**config.mk**
```make
export PLATFORM = sky130hd
export DESIGN_NAME = fmacr_unit
export DESIGN_NICKNAME = d
export VERILOG_FILES = /design/src/rtl/fmacr_pkg.sv /design/src/rtl/fmacr_regfile.sv /design/src/rtl/fmacr_datapath.sv /design/src/rtl/fmacr_flags.sv /design/src/rtl/fmacr_unit.sv
export SDC_FILE = /design/constraint.sdc
export NUM_CORES = 1
export LEC_CHECK = 0
export ABC_CLOCK_PERIOD_IN_PS = 22200
export BUFFER_PORTS_ARGS = -buffer_cell sky130_fd_sc_hd__buf_2
export CORE_ASPECT_RATIO = 1.1
export CORE_MARGIN = 5
export CORE_UTILIZATION = 45
export CTS_CLUSTER_SIZE = 12
export DETAILED_ROUTE_END_ITERATION = 10
export MAX_ROUTING_LAYER = met4
export PLACE_DENSITY = 0.69
export SETUP_SLACK_MARGIN = 0.3
export SLEW_MARGIN = 15
export SYNTH_ARGS = -nofsm -noshare
export SYNTH_HDL_FRONTEND = slang
export SYNTH_SLANG_ARGS = --single-unit
```
**constraint.sdc**
```tcl
create_clock -name clk -period 22.2 [get_ports clk]
set_clock_uncertainty 0.1 [all_clocks]
set_input_delay 0 -clock clk [delete_from_list [all_inputs] [get_ports clk]]
set_output_delay 0 -clock clk [all_outputs]
set_load 0.01 [all_outputs]
```
**src/rtl/fmacr_pkg.sv**
```systemverilog
package fmacr_pkg;
  typedef enum logic [2:0] {
    PAIR_Y1X0 = 3'd0,
    PAIR_Y0X0 = 3'd1,
    PAIR_Y1Y0 = 3'd2,
    PAIR_Y0Y0 = 3'd3,
    PAIR_A1Y0 = 3'd4,
    PAIR_B1Y1 = 3'd5
  } pair_e;

  localparam int NUM_PAIRS = 6;
  localparam int NUM_WREGS = 3;
  localparam int NUM_ACCS  = 2;

  localparam int FLG_V = 0;
  localparam int FLG_Z = 1;
  localparam int FLG_N = 2;
  localparam int FLG_U = 3;
  localparam int FLG_E = 4;
  localparam int FLG_L = 5;
  localparam int FLG_W = 6;
endpackage

```
**src/rtl/fmacr_regfile.sv**
```systemverilog
module fmacr_regfile #(
  parameter int DW = 16,
  parameter int EW = 4,
  localparam int AW = EW + 2 * DW
) (
  input  logic          clk,
  input  logic          rst,
  input  logic          ld_we,
  input  logic [2:0]    ld_sel,
  input  logic [AW-1:0] ld_data,
  input  logic          acc_we,
  input  logic          acc_dst,
  input  logic [AW-1:0] acc_wdata,
  output logic [DW-1:0] x0,
  output logic [DW-1:0] y0,
  output logic [DW-1:0] y1,
  output logic [AW-1:0] acc_a,
  output logic [AW-1:0] acc_b
);
  import fmacr_pkg::*;

  logic [DW-1:0] wreg_q [NUM_WREGS];
  logic [AW-1:0] acc_q  [NUM_ACCS];

  for (genvar i = 0; i < NUM_WREGS; i++) begin : g_wreg
    always_ff @(posedge clk) begin
      if (rst)
        wreg_q[i] <= '0;
      else if (ld_we && ld_sel == 3'(i))
        wreg_q[i] <= ld_data[DW-1:0];
    end
  end

  for (genvar k = 0; k < NUM_ACCS; k++) begin : g_acc
    always_ff @(posedge clk) begin
      if (rst)
        acc_q[k] <= '0;
      else if (acc_we && acc_dst == 1'(k))
        acc_q[k] <= acc_wdata;
      else if (ld_we && ld_sel == 3'(NUM_WREGS + k))
        acc_q[k] <= ld_data;
    end
  end

  assign x0    = wreg_q[0];
  assign y0    = wreg_q[1];
  assign y1    = wreg_q[2];
  assign acc_a = acc_q[0];
  assign acc_b = acc_q[1];
endmodule

```
**src/rtl/fmacr_datapath.sv**
```systemverilog
module fmacr_datapath #(
  parameter int DW = 16,
  parameter int EW = 4,
  localparam int AW = EW + 2 * DW,
  localparam int PW = 2 * DW,
  localparam int SW = AW + 2
) (
  input  logic [DW-1:0] op_a,
  input  logic [DW-1:0] op_b,
  input  logic          negate,
  input  logic [AW-1:0] acc_in,
  output logic [AW-1:0] result,
  output logic          ovf
);
  localparam logic [DW-1:0] MIN_W = {1'b1, {(DW-1){1'b0}}};
  localparam logic [DW-1:0] HALF  = {1'b1, {(DW-1){1'b0}}};

  logic signed [PW-1:0] prod;
  logic [PW-1:0]        frac;
  logic [SW-1:0]        addend;
  logic [SW-1:0]        sum;
  logic [DW-1:0]        low;
  logic                 rnd_up;
  logic [SW-DW-1:0]     upper;
  logic [SW-1:0]        rounded;
  logic [SW-AW:0]       top_bits;

  always_comb begin
    prod = $signed(op_a) * $signed(op_b);
    if (op_a == MIN_W && op_b == MIN_W)
      frac = {1'b0, {(PW-1){1'b1}}};
    else
      frac = {prod[PW-2:0], 1'b0};
    addend = {{(SW-PW){frac[PW-1]}}, frac};
    if (negate)
      addend = -addend;
    sum      = {{(SW-AW){acc_in[AW-1]}}, acc_in} + addend;
    low      = sum[DW-1:0];
    rnd_up   = (low > HALF) || (low == HALF && sum[DW]);
    upper    = sum[SW-1:DW] + {{(SW-DW-1){1'b0}}, rnd_up};
    rounded  = {upper, {DW{1'b0}}};
    top_bits = rounded[SW-1:AW-1];
    ovf      = !((top_bits == '0) || (top_bits == '1));
    result   = rounded[AW-1:0];
  end
endmodule

```
**src/rtl/fmacr_flags.sv**
```systemverilog
module fmacr_flags #(
  parameter int DW = 16,
  parameter int EW = 4,
  localparam int AW = EW + 2 * DW,
  localparam int PW = 2 * DW
) (
  input  logic [AW-1:0]                  result,
  input  logic                           ovf,
  input  logic                           l_prev,
  output logic [fmacr_pkg::FLG_W-1:0]    flg
);
  import fmacr_pkg::*;

  logic [EW:0] ext_bits;

  always_comb begin
    ext_bits   = result[AW-1:PW-1];
    flg        = '0;
    flg[FLG_V] = ovf;
    flg[FLG_Z] = (result == '0);
    flg[FLG_N] = result[AW-1];
    flg[FLG_U] = (result[PW-1] == result[PW-2]);
    flg[FLG_E] = !((ext_bits == '0) || (ext_bits == '1));
    flg[FLG_L] = l_prev | ovf;
  end
endmodule

```
**src/rtl/fmacr_unit.sv**
```systemverilog
module fmacr_unit #(
  parameter int DW = 16,
  parameter int EW = 4,
  localparam int AW = EW + 2 * DW
) (
  input  logic          clk,
  input  logic          rst,
  input  logic          mac_en,
  input  logic [2:0]    pair_sel,
  input  logic          negate,
  input  logic          dst_sel,
  input  logic          ld_en,
  input  logic [2:0]    ld_sel,
  input  logic [AW-1:0] ld_data,
  output logic [AW-1:0] acc_a,
  output logic [AW-1:0] acc_b,
  output logic [5:0]    flags
);
  import fmacr_pkg::*;

  logic [DW-1:0]    x0, y0, y1;
  logic [DW-1:0]    op_a, op_b;
  logic [AW-1:0]    acc_in, result;
  logic             ovf, legal, do_mac;
  logic [FLG_W-1:0] flg_d, flg_q;

  assign legal  = (int'(pair_sel) < NUM_PAIRS);
  assign do_mac = mac_en && legal;

  fmacr_regfile #(.DW(DW), .EW(EW)) u_rf (
    .clk      (clk),
    .rst      (rst),
    .ld_we    (ld_en && !mac_en),
    .ld_sel   (ld_sel),
    .ld_data  (ld_data),
    .acc_we   (do_mac),
    .acc_dst  (dst_sel),
    .acc_wdata(result),
    .x0       (x0),
    .y0       (y0),
    .y1       (y1),
    .acc_a    (acc_a),
    .acc_b    (acc_b)
  );

  always_comb begin
    case (pair_sel)
      PAIR_Y1X0: begin op_a = y1; op_b = x0; end
      PAIR_Y0X0: begin op_a = y0; op_b = x0; end
      PAIR_Y1Y0: begin op_a = y1; op_b = y0; end
      PAIR_Y0Y0: begin op_a = y0; op_b = y0; end
      PAIR_A1Y0: begin op_a = acc_a[2*DW-1:DW]; op_b = y0; end
      PAIR_B1Y1: begin op_a = acc_b[2*DW-1:DW]; op_b = y1; end
      default:   begin op_a = '0; op_b = '0; end
    endcase
    acc_in = dst_sel ? acc_b : acc_a;
  end

  fmacr_datapath #(.DW(DW), .EW(EW)) u_dp (
    .op_a  (op_a),
    .op_b  (op_b),
    .negate(negate),
    .acc_in(acc_in),
    .result(result),
    .ovf   (ovf)
  );

  fmacr_flags #(.DW(DW), .EW(EW)) u_flg (
    .result(result),
    .ovf   (ovf),
    .l_prev(flg_q[FLG_L]),
    .flg   (flg_d)
  );

  always_ff @(posedge clk) begin
    if (rst)
      flg_q <= '0;
    else if (do_mac)
      flg_q <= flg_d;
  end

  assign flags = flg_q;
endmodule

```
# After elaboration in Yosys (flattened, before gate mapping)
# Memories as Yosys holds them, arrays and structs flattened.
# Index checks and enable logic that the tools add are counted.
# totals
out_inout_bits,78
regBits,6
input_bits,48
word_cells,96
memories,2
ram_bits,120
# classes
n_bitwise,9
n_mux,37
reduce_logical,26
n_mul,1
n_addsub,3
n_lt_le_gt_ge,2
eq_ne,15
# mem_list
memory,depth,word_bits,read_ports,rd_ports_with_merged_regs,write_ports,line_no,rtl
u_rf.acc_q,2,36,2,0,2,fmacr_regfile.sv:23,logic [AW-1:0] acc_q [NUM_ACCS];
u_rf.wreg_q,3,16,3,0,3,fmacr_regfile.sv:22,logic [DW-1:0] wreg_q [NUM_WREGS];
# ops
op,n
2-to-1 mux 36 bit,5
case mux 16 bit (4 select lines),1
"equality test 16 bit, second input constant",3
2-to-1 mux 16 bit,3
case mux 16 bit (3 select lines),1
adder 38 bit,1
2-to-1 mux 38 bit,1
negation 38 bit,1
zero test 36 bit,1
2-to-1 mux 32 bit,1
multiplier 16 x 16 -> 31 bit,1
2-to-1 mux 1 bit,25
adder 22 x 1 -> 22 bit,1
"> comparator 16 bit, second input constant",1
"equality test 3 x 2 -> 1 bit, second input constant",4
"equality test 3 bit, second input constant",4
logical AND 1 bit,11
zero test 3 bit,3
OR 1 bit,8
"equality test 3 x 1 -> 1 bit, second input constant",2
OR reduction 2 bit,3
"equality test 5 bit, second input constant",1
zero test 5 bit,1
zero test 1 bit,3
other kinds (5),7

# Depth between registers and ports, before layout
# depth
word_depth,17
mapped_depth,54
mapped_depth_nobuf,48

# Hierarchy
# Synthesis repeated with hierarchy kept, for this count alone.
# hier_totals
hier_cells,2271
area_unflattened_um2,20833.7
# by_module_without_submodules
mod,n_inst,cells_each,area_each_um2,seq_area_each_um2
fmacr_datapath,1,1709,13721.9,0.0
fmacr_regfile,1,346,5307.6,3603.5
fmacr_unit,1,193,1649.1,120.1
fmacr_flags,1,23,155.1,0.0

# Worst setup path before layout
# Ideal clock, no wire load.
# synth_path
path_type,in2reg
start,input port pair_sel[0]
end,register flg_q[1] (netlist: flags[1])
arrival_time_ns,11.911
t_required_ns,22.029
setup_ns,0.071
setup_slack_ns,10.118
path_stages,47
n_path_buf,7
cell_sequence,buf_2 buf_2 buf_2 buf_1 mux2i_1 nor2_1 nor2_1 nor2_1 fa_1 inv_1 fa_1 fa_1 fa_1 inv_1 fa_1 inv_1 fa_1 inv_1 [11 not listed] nand3_1 mux2i_1 a21o_1 ha_1 clkbuf_1 nand4_1 a211o_1 o21ai_1 xor2_1 nand4_1 or4b_2 xor2_1 ha_1 nor4b_1 nand4_1 nor4bb_1 nand4_1 a21oi_1
# synth_via
elab_chain_len,14
elab_cells_between_ends,28
classes_between,3 x add/sub; 1 x mul; 2 x order compare; 8 x eq/ne; 4 x mux; 10 x reduce/logical
# synth_rtl
item,line_no,rtl
start: declaration,fmacr_unit.sv:9,"input logic [2:0] pair_sel,"
branches (longest 14 deep; another with negation 38 bit),n/a,
end signal: assignment,fmacr_unit.sv:79,flg_q <= flg_d;
end: declaration,fmacr_unit.sv:25,"logic [FLG_W-1:0] flg_d, flg_q;"
# Parallel ways; which one is timed is not known.
# A chain may end at the register's enable or synchronous reset.

# Worst setup path after layout
# layout_path
start,input port pair_sel[2]
end,register flg_q[1] (netlist: flags[1])
# Same word-level chain as after synthesis.

==> impl_metrics.csv <==
group,metric,value,unit
sta,period_minus_slack,13040,ps
yosys,synth.largest_area_cell,"fa_1",
sta,setup_viol,0,
floorplanning,dieArea,50600,um2
floorplanning,initial_core_util,0.455,
critical_path,cp_slowest_cell,"or4b_2",
critical_path,path_common_cell,"fa_1",
place,io_buffers,125,
detailed_routing,routed_wl,69.1,mm
finish,seq_area,3720,um2
sta,setup_tns,0,ps
floorplanning,core-area,45700,um2
critical_path,regToRegSetupSlack,9330,ps
min_path,hold_start,"ld_sel[0]",
yosys,ys.flop_type,"edfxtp_1",
yosys,synth_top_family_by_area,"adder cells",
yosys,avgSynthCellArea,8.83,um2
finish,n_fill_cell,4214,
critical_path,worstPathRequired,22450,ps
detailed_routing,detail_route.vias_per_cell,5.95,
critical_path,worst_ep_arrival_time,13290,ps
floorplanning,rows,82,
place,dp_slack,8950,ps
sta,drv_slew,0,
detailed_routing,drc,0,
cts,cts_buffer_depth,2,
min_path,min_path_type,"in2reg",
finish,final_util,0.504,
critical_path,critPathKind,"in2reg",
yosys,async_flop_share,0,
place,gp_congestion,1.00,
sta,slew_headroom,0.240,
cts,h-tree-depth,4,
cts,cts_tree,"built",
yosys,synthAdderAreaFrac,0.320,
critical_path,critPathTopFamily,"simple AND/OR/NAND/NOR gates",
finish,areaGrowthSynthToFinish,10.6,%
cts,cts.clk_slew.worst_paths,60,ps
yosys,postSynthCellCount,2356,
yosys,synthTopCellsByCount,"inv_1, fa_1, nor2_1",
grt,gr-total-overflow,0,
yosys,ys_types,98,
critical_path,critical-path-max-stage-delay,710,ps
detailed_routing,wl_met1,28.3,mm
yosys,yosysWarnings,0,
yosys,synthSimpleGateAreaFrac,0.195,
floorplanning,io_pins,126,
sta,tightest_slew,1140,ps
critical_path,crit_buf_inv,7,
sta,rsz0062_at_grt,"false",
grt,grt_pass1_vias,18285,
critical_path,startpoint_type,"input port",
detailed_routing,drt-initial-drc-count,1660,
sta,fmaxAchievable,76.7,MHz
grt,grt.total_usage,0.276,
cts,cts_sinks,126,
yosys,synth_area,20800,um2
status,status,"complete, no violations",
cts,clk_latency,420,ps
critical_path,endpoint_kind,"flop",
detailed_routing,met2_length,32.5,mm
detailed_routing,num_vias,18275,
cts,cts-buffers-inserted,17,
yosys,yosysMostFrequentCell,"inv_1",
yosys,yosysTopAreaCellShare,0.247,
grt,antenna_found_initial,1,
grt,grt_max_degree,73,
run,drv_cap,0,
finish,multi_input_area,15500,um2
finish,nets,2896,
yosys,synthXorXnorAreaFrac,0.0278,
floorplanning,die_y,235,um
cts,post-cts-setup-buffers,0,
sta,hold_violations,0,
critical_path,setup.worst_path.start,"pair_sel[2]",
yosys,synth-compound-area-share,0.160,
detailed_routing,dr_wl_met3,5.02,mm
yosys,ys_top_cells_by_area,"fa_1, edfxtp_1, ha_1",
sta,timing.final.ws_setup,9160,ps
finish,drive_gt1_frac,0.114,
finish,antenna_cells,0,
grt,grt_first_pass_wirelength,108,mm
cts,cts_root_buf,"clkbuf_16",
detailed_routing,post_drt_wl_per_cell,22.5,um
yosys,synth_nets,2782,
critical_path,rr_startpoint,"u_rf.acc_q[1][26]",
floorplanning,die_w,215,um
detailed_routing,antenna_left,0,
sta,fin_crit_sh,0.588,
yosys,ys_ff_latch,126,
detailed_routing,drtPass1Iterations,6,
critical_path,cp_max_fo,72,
detailed_routing,top_layer_used,"met4",
yosys,synth_edf_count,120,
place,dp_hpwl,55.5,mm
yosys,yosysSeqAreaShare,0.179,
yosys,synth_mux_area_frac,0.0410,
layout by cell type, fill, tap and decap left out, types with 16 or more instances in the layout:
| cell type | synthesis | final |
|---|---|---|
| and3_1 | 17 | 17 |
| nand4_1 | 19 | 19 |
| clkbuf_16 | 0 | 17 |
| inv_1 | 313 | 313 |
| xnor2_1 | 40 | 40 |
| o211ai_1 | 17 | 17 |
| mux2i_1 | 41 | 41 |
| a21oi_1 | 104 | 103 |
| and2_1 | 96 | 96 |
| a21o_1 | 36 | 36 |
| nand3_1 | 47 | 47 |
| dlygate4sd3_1 | 0 | 37 |
| nor3_1 | 42 | 41 |
| ha_1 | 121 | 121 |
| nand2b_1 | 35 | 35 |
| xor2_1 | 26 | 26 |
| a211oi_1 | 16 | 16 |
| mux2_2 | 38 | 38 |
| or3_1 | 23 | 23 |
| nor2_1 | 232 | 231 |
| a22o_1 | 24 | 24 |
| nand2_1 | 220 | 220 |
| edfxtp_1 | 120 | 120 |
| fa_1 | 257 | 257 |
| o21a_1 | 25 | 25 |
| buf_4 | 3 | 35 |
| buf_2 | 13 | 125 |
| o21ai_0 | 73 | 70 |
per-stage QoR:
stage                     cell area [um2]  std cells  hold slack (ps)
after global placement              22000       3002              190
after global routing                23000       3071             86.9
after floorplan                     20800       2356             87.1
after CTS                           23000       3071             29.0
final                               23000       3071             56.6
after detailed placement            22000       3002              201
registers in the layout, indices dropped and copies added, names as in the netlist:
name and cells:
u_rf.wreg_q 48, u_rf.acc_q 72, flags 6
cell type report:
class                   count  share of cell area
multi-input cells        1814               0.675
clock buffers              18              0.0187
clock inverters            14             0.00680
well taps                 588              0.0320
flip-flops and latches    126               0.162
repair buffers            197              0.0547
inverters                 314              0.0513
repair_timing:
action / CTS / global route
hold endpoints to repair: 125 / 0
hold buffers: 37 / 0
resized for setup: 0 / 0
worst paths after layout:
path	to	cells after the start
max	flags[1]	43
min	u_rf.acc_q[0][8]	3
max reg2reg	flags[1]	39
min reg2reg	flags[1]	2
layer usage:
| metal | GRT usage | vias up |
|---|---|---|
| li1 | - | 8298 |
| met1 | 0.361 | 8977 |
| met3 | 0.0315 | 174 |
| met5 | - | - |
| met4 | 0.105 | 0 |
| met2 | 0.445 | 826 |
worst register-to-register path: cells and delay by family (launching register included):
family | cells | cell delay [ps]
buffers and inverters | 4 | 220
xor gates and xnor gates | 2 | 670
muxes | 2 | 600
adders and majority gates | 9 | 4330
AOI/OAI and AO/OA | 5 | 1550
DFF | 1 | 520
and+or+nand+nor | 17 | 4850
cells by family (layout without fill, tap and decap cells):
family / count (synthesis) / after routing
xor+xnor: 66 / 66
flops: 126 / 126
simple gates: 820 / 820
mux: 80 / 80
compound gates: 470 / 470
buf+inv: 416 / 543
fa+ha+maj: 378 / 378
Power is left out: the tool's default activity adds up to more than one toggle a clock period on the data nets, which glitch-free logic cannot reach.
